--- src/rtl/coh_pkg.sv ---
package coh_pkg;

  typedef enum logic [1:0] {
    LS_INV = 2'b00,
    LS_SHR = 2'b01,
    LS_EXC = 2'b10,
    LS_MOD = 2'b11
  } lineState_e;

  typedef enum logic [1:0] {
    MK_NONE  = 2'b00,
    MK_READ  = 2'b01,
    MK_RDINV = 2'b10,
    MK_INV   = 2'b11
  } msgKind_e;

  typedef enum logic [1:0] {
    FS_IDLE = 2'b00,
    FS_WAIT = 2'b01,
    FS_DONE = 2'b10
  } ctrlFsm_e;

  // strobes from control to datapath
  typedef struct packed {
    logic       lineWr;    // write state and data of reqLine
    lineState_e wrState;   // state to install
    logic       wrFromRsp; // data source: 1 = fill data, 0 = store data
    logic       rdCap;     // capture load result
    logic       rdFromRsp; // load result source: 1 = fill data, 0 = array
  } dpStrobe_t;

endpackage

--- src/rtl/coh_ctrl.sv ---
module coh_ctrl
  import coh_pkg::*;
#(
  parameter int IDX_W = 2
) (
  input  logic             clk,
  input  logic             rstN,
  input  logic             reqValid,
  input  logic             reqWrite,
  input  logic [IDX_W-1:0] reqLine,
  input  lineState_e       reqState,
  input  logic             snpValid,
  input  logic             rspValid,
  input  logic             rspShared,
  output dpStrobe_t        strobe,
  output logic             reqDone,
  output logic             outValid,
  output msgKind_e         outKind,
  output logic [IDX_W-1:0] outLine
);

  ctrlFsm_e fsm, fsmNext;
  msgKind_e pendKind;
  msgKind_e issueKind;
  logic     accept, rdHit, wrHit, issue, fill;

  always_comb begin
    accept = (fsm == FS_IDLE) && reqValid && !snpValid;
    rdHit  = accept && !reqWrite && (reqState != LS_INV);
    wrHit  = accept && reqWrite && ((reqState == LS_EXC) || (reqState == LS_MOD));
    issue  = accept && !rdHit && !wrHit;
    if (!reqWrite)                 issueKind = MK_READ;
    else if (reqState == LS_SHR)   issueKind = MK_INV;
    else                           issueKind = MK_RDINV;
    fill   = (fsm == FS_WAIT) && rspValid;

    strobe = '0;
    if (rdHit) begin
      strobe.rdCap = 1'b1;
    end
    if (wrHit) begin
      strobe.lineWr  = 1'b1;
      strobe.wrState = LS_MOD;
    end
    if (fill) begin
      strobe.lineWr    = 1'b1;
      strobe.wrState   = (pendKind == MK_READ) ? (rspShared ? LS_SHR : LS_EXC) : LS_MOD;
      strobe.wrFromRsp = (pendKind == MK_READ);
      strobe.rdCap     = (pendKind == MK_READ);
      strobe.rdFromRsp = 1'b1;
    end

    fsmNext = fsm;
    case (fsm)
      FS_IDLE: begin
        if (issue)               fsmNext = FS_WAIT;
        else if (rdHit || wrHit) fsmNext = FS_DONE;
      end
      FS_WAIT: if (fill) fsmNext = FS_DONE;
      FS_DONE: fsmNext = FS_IDLE;
      default: fsmNext = FS_IDLE;
    endcase
  end

  always_ff @(posedge clk) begin
    if (!rstN) begin
      fsm      <= FS_IDLE;
      pendKind <= MK_NONE;
      outValid <= 1'b0;
      outKind  <= MK_NONE;
      outLine  <= '0;
      reqDone  <= 1'b0;
    end else begin
      fsm      <= fsmNext;
      outValid <= issue;
      outKind  <= issue ? issueKind : MK_NONE;
      if (issue) begin
        outLine  <= reqLine;
        pendKind <= issueKind;
      end
      reqDone  <= rdHit || wrHit || fill;
    end
  end

  // completion is a one-cycle pulse
  p_done_pulse_r10: assert property (@(posedge clk) disable iff (!rstN)
    reqDone |=> !reqDone);

  // a snoop in the same cycle holds the local request back
  p_snoop_stall_r10: assert property (@(posedge clk) disable iff (!rstN)
    (fsm == FS_IDLE && snpValid) |=> (!outValid && !reqDone));

  // a store hit on an owned line finishes without any message
  p_wr_hit_local_r3: assert property (@(posedge clk) disable iff (!rstN)
    (fsm == FS_IDLE && reqValid && reqWrite && !snpValid &&
     (reqState == LS_EXC || reqState == LS_MOD)) |=> (reqDone && !outValid));

  // a load miss raises a read message
  p_rd_miss_msg_r4: assert property (@(posedge clk) disable iff (!rstN)
    (fsm == FS_IDLE && reqValid && !reqWrite && !snpValid && reqState == LS_INV)
      |=> (outValid && outKind == MK_READ && !reqDone));

endmodule

--- src/rtl/coh_datapath.sv ---
module coh_datapath
  import coh_pkg::*;
#(
  parameter int LINES  = 4,
  parameter int DATA_W = 16,
  parameter int IDX_W  = 2
) (
  input  logic              clk,
  input  logic              rstN,
  input  dpStrobe_t         strobe,
  input  logic [IDX_W-1:0]  reqLine,
  input  logic [DATA_W-1:0] reqData,
  input  logic [DATA_W-1:0] rspData,
  output lineState_e        reqState,
  output logic [DATA_W-1:0] reqRdData,
  input  logic              snpValid,
  input  msgKind_e          snpKind,
  input  logic [IDX_W-1:0]  snpLine,
  output logic              snpAckValid,
  output logic              snpHasData,
  output logic [DATA_W-1:0] snpAckData,
  input  logic [IDX_W-1:0]  probeLine,
  output lineState_e        probeState
);

  lineState_e        stArr [LINES];
  logic [DATA_W-1:0] dArr  [LINES];

  for (genvar gi = 0; gi < LINES; gi++) begin : g_line
    lineState_e        st;
    logic [DATA_W-1:0] d;
    logic              wrHere, snpHere;

    assign wrHere  = strobe.lineWr && (reqLine == IDX_W'(gi));
    assign snpHere = snpValid && (snpLine == IDX_W'(gi));

    always_ff @(posedge clk) begin
      if (!rstN) begin
        st <= LS_INV;
        d  <= '0;
      end else if (wrHere) begin
        st <= strobe.wrState;
        d  <= strobe.wrFromRsp ? rspData : reqData;
      end else if (snpHere) begin
        case (snpKind)
          MK_READ:  if (st != LS_INV) st <= LS_SHR;
          MK_RDINV: st <= LS_INV;
          MK_INV:   st <= LS_INV;
          default:  st <= st;
        endcase
      end
    end

    assign stArr[gi] = st;
    assign dArr[gi]  = d;
  end

  assign reqState   = stArr[reqLine];
  assign probeState = stArr[probeLine];

  logic snpHit;
  assign snpHit = snpValid && (stArr[snpLine] != LS_INV) && (snpKind != MK_INV)
                  && (snpKind != MK_NONE);

  always_ff @(posedge clk) begin
    if (!rstN) begin
      snpAckValid <= 1'b0;
      snpHasData  <= 1'b0;
      snpAckData  <= '0;
      reqRdData   <= '0;
    end else begin
      snpAckValid <= snpValid;
      snpHasData  <= snpHit;
      snpAckData  <= snpHit ? dArr[snpLine] : '0;
      if (strobe.rdCap) reqRdData <= strobe.rdFromRsp ? rspData : dArr[reqLine];
    end
  end

  logic snpWrClash;
  assign snpWrClash = strobe.lineWr && (reqLine == snpLine);

  // a snoop on an invalid line returns nothing and keeps it invalid
  p_snoop_miss_r9: assert property (@(posedge clk) disable iff (!rstN)
    (snpValid && stArr[snpLine] == LS_INV && !snpWrClash)
      |=> (snpAckValid && !snpHasData && stArr[$past(snpLine)] == LS_INV));

  // a read snoop on a held line leaves it shared and supplies data
  p_read_share_r7: assert property (@(posedge clk) disable iff (!rstN)
    (snpValid && snpKind == MK_READ && stArr[snpLine] != LS_INV && !snpWrClash)
      |=> (snpHasData && stArr[$past(snpLine)] == LS_SHR));

  // invalidating snoops always leave the line invalid
  p_inval_kill_r8: assert property (@(posedge clk) disable iff (!rstN)
    (snpValid && (snpKind == MK_RDINV || snpKind == MK_INV) && !snpWrClash)
      |=> (stArr[$past(snpLine)] == LS_INV));

endmodule

--- src/rtl/coh_line_ctrl.sv ---
module coh_line_ctrl
  import coh_pkg::*;
#(
  parameter int LINES  = 4,
  parameter int DATA_W = 16,
  localparam int IDX_W = (LINES > 1) ? $clog2(LINES) : 1
) (
  input  logic              clk,
  input  logic              rstN,
  input  logic              reqValid,
  input  logic              reqWrite,
  input  logic [IDX_W-1:0]  reqLine,
  input  logic [DATA_W-1:0] reqData,
  output logic              reqDone,
  output logic [DATA_W-1:0] reqRdData,
  output logic              outValid,
  output logic [1:0]        outKind,
  output logic [IDX_W-1:0]  outLine,
  input  logic              snpValid,
  input  logic [1:0]        snpKind,
  input  logic [IDX_W-1:0]  snpLine,
  output logic              snpAckValid,
  output logic              snpHasData,
  output logic [DATA_W-1:0] snpAckData,
  input  logic              rspValid,
  input  logic              rspShared,
  input  logic [DATA_W-1:0] rspData,
  input  logic [IDX_W-1:0]  probeLine,
  output logic [1:0]        probeState
);

  dpStrobe_t  strobe;
  lineState_e reqState;
  lineState_e probeSt;
  msgKind_e   outKindE;

  coh_ctrl #(.IDX_W(IDX_W)) u_ctrl (
    .clk      (clk),
    .rstN     (rstN),
    .reqValid (reqValid),
    .reqWrite (reqWrite),
    .reqLine  (reqLine),
    .reqState (reqState),
    .snpValid (snpValid),
    .rspValid (rspValid),
    .rspShared(rspShared),
    .strobe   (strobe),
    .reqDone  (reqDone),
    .outValid (outValid),
    .outKind  (outKindE),
    .outLine  (outLine)
  );

  coh_datapath #(.LINES(LINES), .DATA_W(DATA_W), .IDX_W(IDX_W)) u_dp (
    .clk        (clk),
    .rstN       (rstN),
    .strobe     (strobe),
    .reqLine    (reqLine),
    .reqData    (reqData),
    .rspData    (rspData),
    .reqState   (reqState),
    .reqRdData  (reqRdData),
    .snpValid   (snpValid),
    .snpKind    (msgKind_e'(snpKind)),
    .snpLine    (snpLine),
    .snpAckValid(snpAckValid),
    .snpHasData (snpHasData),
    .snpAckData (snpAckData),
    .probeLine  (probeLine),
    .probeState (probeSt)
  );

  assign outKind    = outKindE;
  assign probeState = probeSt;

endmodule

--- config.mk ---
export PLATFORM = sky130hd
export DESIGN_NAME = coh_line_ctrl
export DESIGN_NICKNAME = d
export VERILOG_FILES = /design/src/rtl/coh_pkg.sv /design/src/rtl/coh_ctrl.sv /design/src/rtl/coh_datapath.sv /design/src/rtl/coh_line_ctrl.sv
export SDC_FILE = /design/constraint.sdc
export NUM_CORES = 1
export LEC_CHECK = 0
export CORE_MARGIN = 3
export CORE_UTILIZATION = 40
export DETAILED_ROUTE_END_ITERATION = 7
export PLACE_DENSITY = 0.67
export RECOVER_POWER = 50
export REMOVE_ABC_BUFFERS = 1
export SLEW_MARGIN = 40
export SYNTH_ARGS = -nofsm -noshare
export SYNTH_HDL_FRONTEND = slang
export SYNTH_SLANG_ARGS = --single-unit
--- constraint.sdc ---
create_clock -name clk -period 5.05 [get_ports clk]
set_clock_uncertainty 0.2 [all_clocks]
set_input_delay 1.515 -clock clk [delete_from_list [all_inputs] [get_ports clk]]
set_output_delay 1.515 -clock clk [all_outputs]
set_load 0.005 [all_outputs]
Yosys cells after proc, flatten, opt, wreduce, memory -nomap -nowiden
Index checks and enable logic that the tools add are counted.
{ "totals": {"ff_bits": 116, "input_bits": 47, "out_inout_bits": 42, "elab_cells": 142} }
{ "classes": {"magnitude_cmp": 3, "eq_ne": 21, "mux": 44, "n_bitwise": 3, "reduce_logical": 53} }
{ "ops": {"columns": ["operator", "n"], "rows": [
  ["$mux 16", 6],
  ["$bmux 16 s2", 2],
  ["$mux 2", 24],
  ["$reduce_bool 2->1", 11],
  ["$logic_and 1x1->1", 20],
  ["$pmux 2 s2", 5],
  ["$eq 2x2->1 const B", 8],
  ["$bmux 2 s2", 3],
  ["$eq 2x1->1 const B", 6],
  ["$ne 3x1->1 const B", 4],
  ["$reduce_and 3->1", 4],
  ["$reduce_bool 3->1", 4],
  ["$ge 3x3->1 const B", 3],
  ["$not 2->3", 3],
  ["$logic_not 2->1", 3],
  ["$mux 6", 1],
  ["$reduce_and 2->1", 3],
  ["$logic_not 1->1", 4],
  ["$logic_or 1x1->1", 3],
  ["$mux 3", 1],
  ["$ne 3x2->1 const B", 1],
  ["$mux 1", 2],
  ["$ne 2x1->1 const B", 1],
  ["$ne 2x2->1 const B", 1],
  ["$reduce_or 2->1", 1]
]} }

Logic depth before layout (Yosys ltp)
{ "depth": {"depth_word": 12, "mapped_depth": 8, "ltp_nobuf": 4} }

By module
Synthesis repeated with hierarchy kept, for this count alone.
{ "hier_totals": {"hier_cells": 520, "hier_area_um2": 5537.8} }
{ "modules_own_cells": {"columns": ["module", "n_inst", "cells_per_inst", "area_each_um2", "seq_area_each_um2"], "rows": [
  ["coh_datapath", 1, 472, 5078.6, 2122.0],
  ["coh_ctrl", 1, 48, 459.2, 200.2]
]} }

Worst setup path before layout
OpenSTA, ideal clock, no wires.
{ "synth_path": {"path_kind": "input port to output port", "startpoint": "input probeLine[1]", "endpoint": "output probeState[0]", "t_arrival_ns": 1.993, "slack_ns": 1.342, "path_stages": 1, "cell_sequence": "mux4_2"} }
{ "synth_between": {"elab_chain_len": 4} }
{ "synth_rtl": {"columns": ["element", "line_no", "text"], "rows": [
  ["start, declared", "coh_line_ctrl.sv:28", "input logic [IDX_W-1:0] probeLine,"],
  ["$not 2->3 (implied by the code)", "coh_datapath.sv:59", "assign probeState = stArr[probeLine];"],
  ["$bmux 2 s2", "coh_datapath.sv:59", null],
  ["$mux 2 (implied by the code) (2 in a row)", "coh_datapath.sv:59", null],
  ["end, declared", "coh_line_ctrl.sv:29", "output logic [1:0] probeState"]
]} }
No other way between the ends. The select of a mux whose other input is x is not followed.

Final worst setup path
Ends and elaborated chain as after synthesis.

==> impl_results.md <==
* Max VDD drop at 0.0002486 V
* Crit start category: primary input
* Total core area at 0.01288 sq mm
* Yosys top cell area share at 0.4320
* Maximum number of pins on one net before global-route repair at 38
* Fin. max-slew vios at 0
* Crit path capture type: output port
* Cell Area, Placed at 0.006371 sq mm
* Max clock buf depth at 2
* Detailed Place HPWL at 9.641 mm
* Crit path max fanout at 2
* CTS tree: done
* Period utilization at 0.9384
* Die height at 121.9 microns
* Via density at 5.807
* Arr. time, crit path at 3.02 ns
* Largest area contributor in the netlist: dfxtp_1
* Final TNS setup at 0 ns
* Largest cells by area after synthesis: dfxtp_1 (43%), mux4_2 (16%), a211oi_1 (9.1%)
* Cell area power density at 349.0 mW/mm^2
* Overflow left after global routing at 0
* Final total power at 2446 uW
* Final Hold Slack at 0.2590 ns
* Syn Inst Count at 523
* CP Class: primary input to output port
* Ports at 89
* Minimum clock period at 4.739 ns
* Main synth FF type: dfxtp_1
* Unrepaired setup endpoints after global routing: false
* Worst EP required at 3.34 ns
* Final hold viol count at 0
* Leakage at 0.002508 uW
* ANT cells at 0
* Number of enable flip-flop cells after synthesis at 0
* Post-detailed-route count of antenna-violating nets at 0
* Drt total wl at 14.92 mm
* Sequential area share after synthesis at 0.4320
* Fillers at 1,091
* Max-Slew Margin vs Limit at 0.2258
* Skew-Pair Late Insertion Delay at 0.41 ns
* Area occupied by multi-input gates at 0.002795 sq mm
* Worst-path clk slew at 0.05 ns
* FF-to-FF Start: u_ctrl.fsm[1]$_SDFFE_PN0P_
* FMAX at 211.0 MHz
* DRC Markers at 0
* Total track usage at 0.2107
* Synth async-reset ratio at 0
* Die ar. at 0.01486 sq mm
* Share of cells above drive strength 1 at 0.1593
* Avg Cell Area, Syn at 10.28 sq um
* MaxCap Viol Count at 0
* Clock sinks at 116
* Crit path from: probeLine[1]
* First-pass GRT wire length at 23.92 mm
* Die width at 121.9 microns
* Distinct cells, synth at 39
* Initial antenna violation count at 0
* Num CTS Buffers at 17
* Vias in the first global route at 4,413
* Iter 0 DRT Violations at 472
* Hold path start: u_ctrl.outLine[0]$_SDFFE_PN0P_
* P&R area growth vs syn at 30.42%
* Post-CTS Repair Setup Buffers at 0
* Hold-fix buffers at CTS at 0
* Pin slew with the least headroom to its limit at 1.145 ns
* FF+latch area at 0.002322 sq mm
* FF+latch count, synth at 116
* Min setup slack post-route at 0.3111 ns
* Worst hold path type: flop to flop
* Buffers on Ports at 88
* Root Buffer: clkbuf_16
* WL per Instance at 19.10 microns
* DRT Pass-1 Iters at 5
* Syn. warnings at 0
* Final net count at 644
* Mapped Area at 0.005375 sq mm
* Vias at 4,535
* GPL Wtd Cong at 0.7994
* Design area at 0.007010 sq mm
* Run status: finished, final reports clean
* Starting Density at 0.4175
* Post_cts resized at 0
* Final setup violation count at 0
* Cell row count at 41
* Pre-CTS setup slack at 0.2931 ns
* Total number of H-tree levels at 4
## worst max-delay path: stages
cell             delay [ns]
clkdlybuf4s50_1        0.54
mux4_2                 0.51
clkdlybuf4s50_1        0.45
## where the power goes
part	switching, uW	internal (uW)	total [uW]
Combinational	93.5	89.4	183
Sequential	12.0	933	945
Clock	409	910	1320
Total	514	1930	2450
## state kept, by name, indices dropped and copies added (netlist names)
name and count:
u_dp.snpHasData 1, u_dp.g_line.d 64, u_dp.reqRdData 16, u_ctrl.fsm 2, u_ctrl.pendKind 2, u_ctrl.outKind 2, u_dp.snpAckValid 1, u_ctrl.outLine 2
u_ctrl.outValid 1, u_dp.snpAckData 16, u_ctrl.reqDone 1, u_dp.g_line.st 8
## final timing paths
kind | end | slack [ns] | depth (start not counted)
min reg2reg | u_ctrl.outLine[0]$_SDFFE_PN0P_ | 0.26 | 2
max reg2reg | u_dp.g_line[2].d[10]$_SDFFE_PN0P_ | 1.89 | 5
min | u_ctrl.outLine[0]$_SDFFE_PN0P_ | 0.26 | 2
max | probeState[0] | 0.31 | 3
## metal layers
layer / global-route usage / vias to the layer above / share of wire
li1: - / 2096 / -
met1: 0.2766 / 2240 / 0.42
met2: 0.3415 / 170 / 0.49
met3: 0.04968 / 29 / 0.069
met4: 0.07493 / 0 / 0.019
met5: 0 / - / 0
## cells in the final DEF, fill, tap and decap left out, types with 5 or more instances in the layout
master and n:
dfxtp_1 116, mux4_2 37, clkbuf_16 17, o21ai_0 12
nor3_1 17, a211oi_1 65, a311oi_1 6, bufinv_16 5
a311oi_2 10, a21oi_1 9, mux2i_1 16, inv_1 7
nor2b_1 19, nor2_1 74, clkdlybuf4s50_1 45, nand2_1 38
buf_4 15, nand3b_1 6, dlygate4sd3_1 43
## kinds of logic (layout without fill, tap and decap cells)
family,Yosys count,count (layout),synth area share
compound gates,120,120,0.1778
mux,53,53,0.1848
xor+xnor,2,2,0.003259
simple gates,175,175,0.1553
flops,116,116,0.4320
buf+inv,57,143,0.04679
## Yosys cell counts, drive strengths merged (2+ instances only)
cell and instances:
nand3 2, a32o 4, and3 2, a211oi 65, o21a 4, o21bai 2
xnor2 2, nor3 17, nor2b 19, nand3b 6, nor2 74, buf 20
a211o 4, mux4 37, o21ai 12, and2 2, a21oi 9, and3b 4
mux2i 16, nand2 38, a311oi 16, clkbuf 29, dfxtp 116, nor3b 5
inv 8
## area by class of cell
type / instances / share of cell area
flip-flops and latches: 116 / 0.3313
clock inverters: 9 / 0.02499
inverters: 8 / 0.004283
well taps: 172 / 0.03070
clock buffers: 22 / 0.06764
multi-input cells: 350 / 0.3987
repair buffers: 104 / 0.1424
## stage by stage
| step | instances | utilization |
|---|---|---|
| final | 781 | 0.5445 |
| after detailed placement | 750 | 0.4948 |
| after global routing | 781 | 0.5445 |
| after global placement | 750 | 0.4947 |
| after CTS | 781 | 0.5452 |
| after floorplan | 474 | - |
No activity file was read; power rests on OpenSTA's default activity.
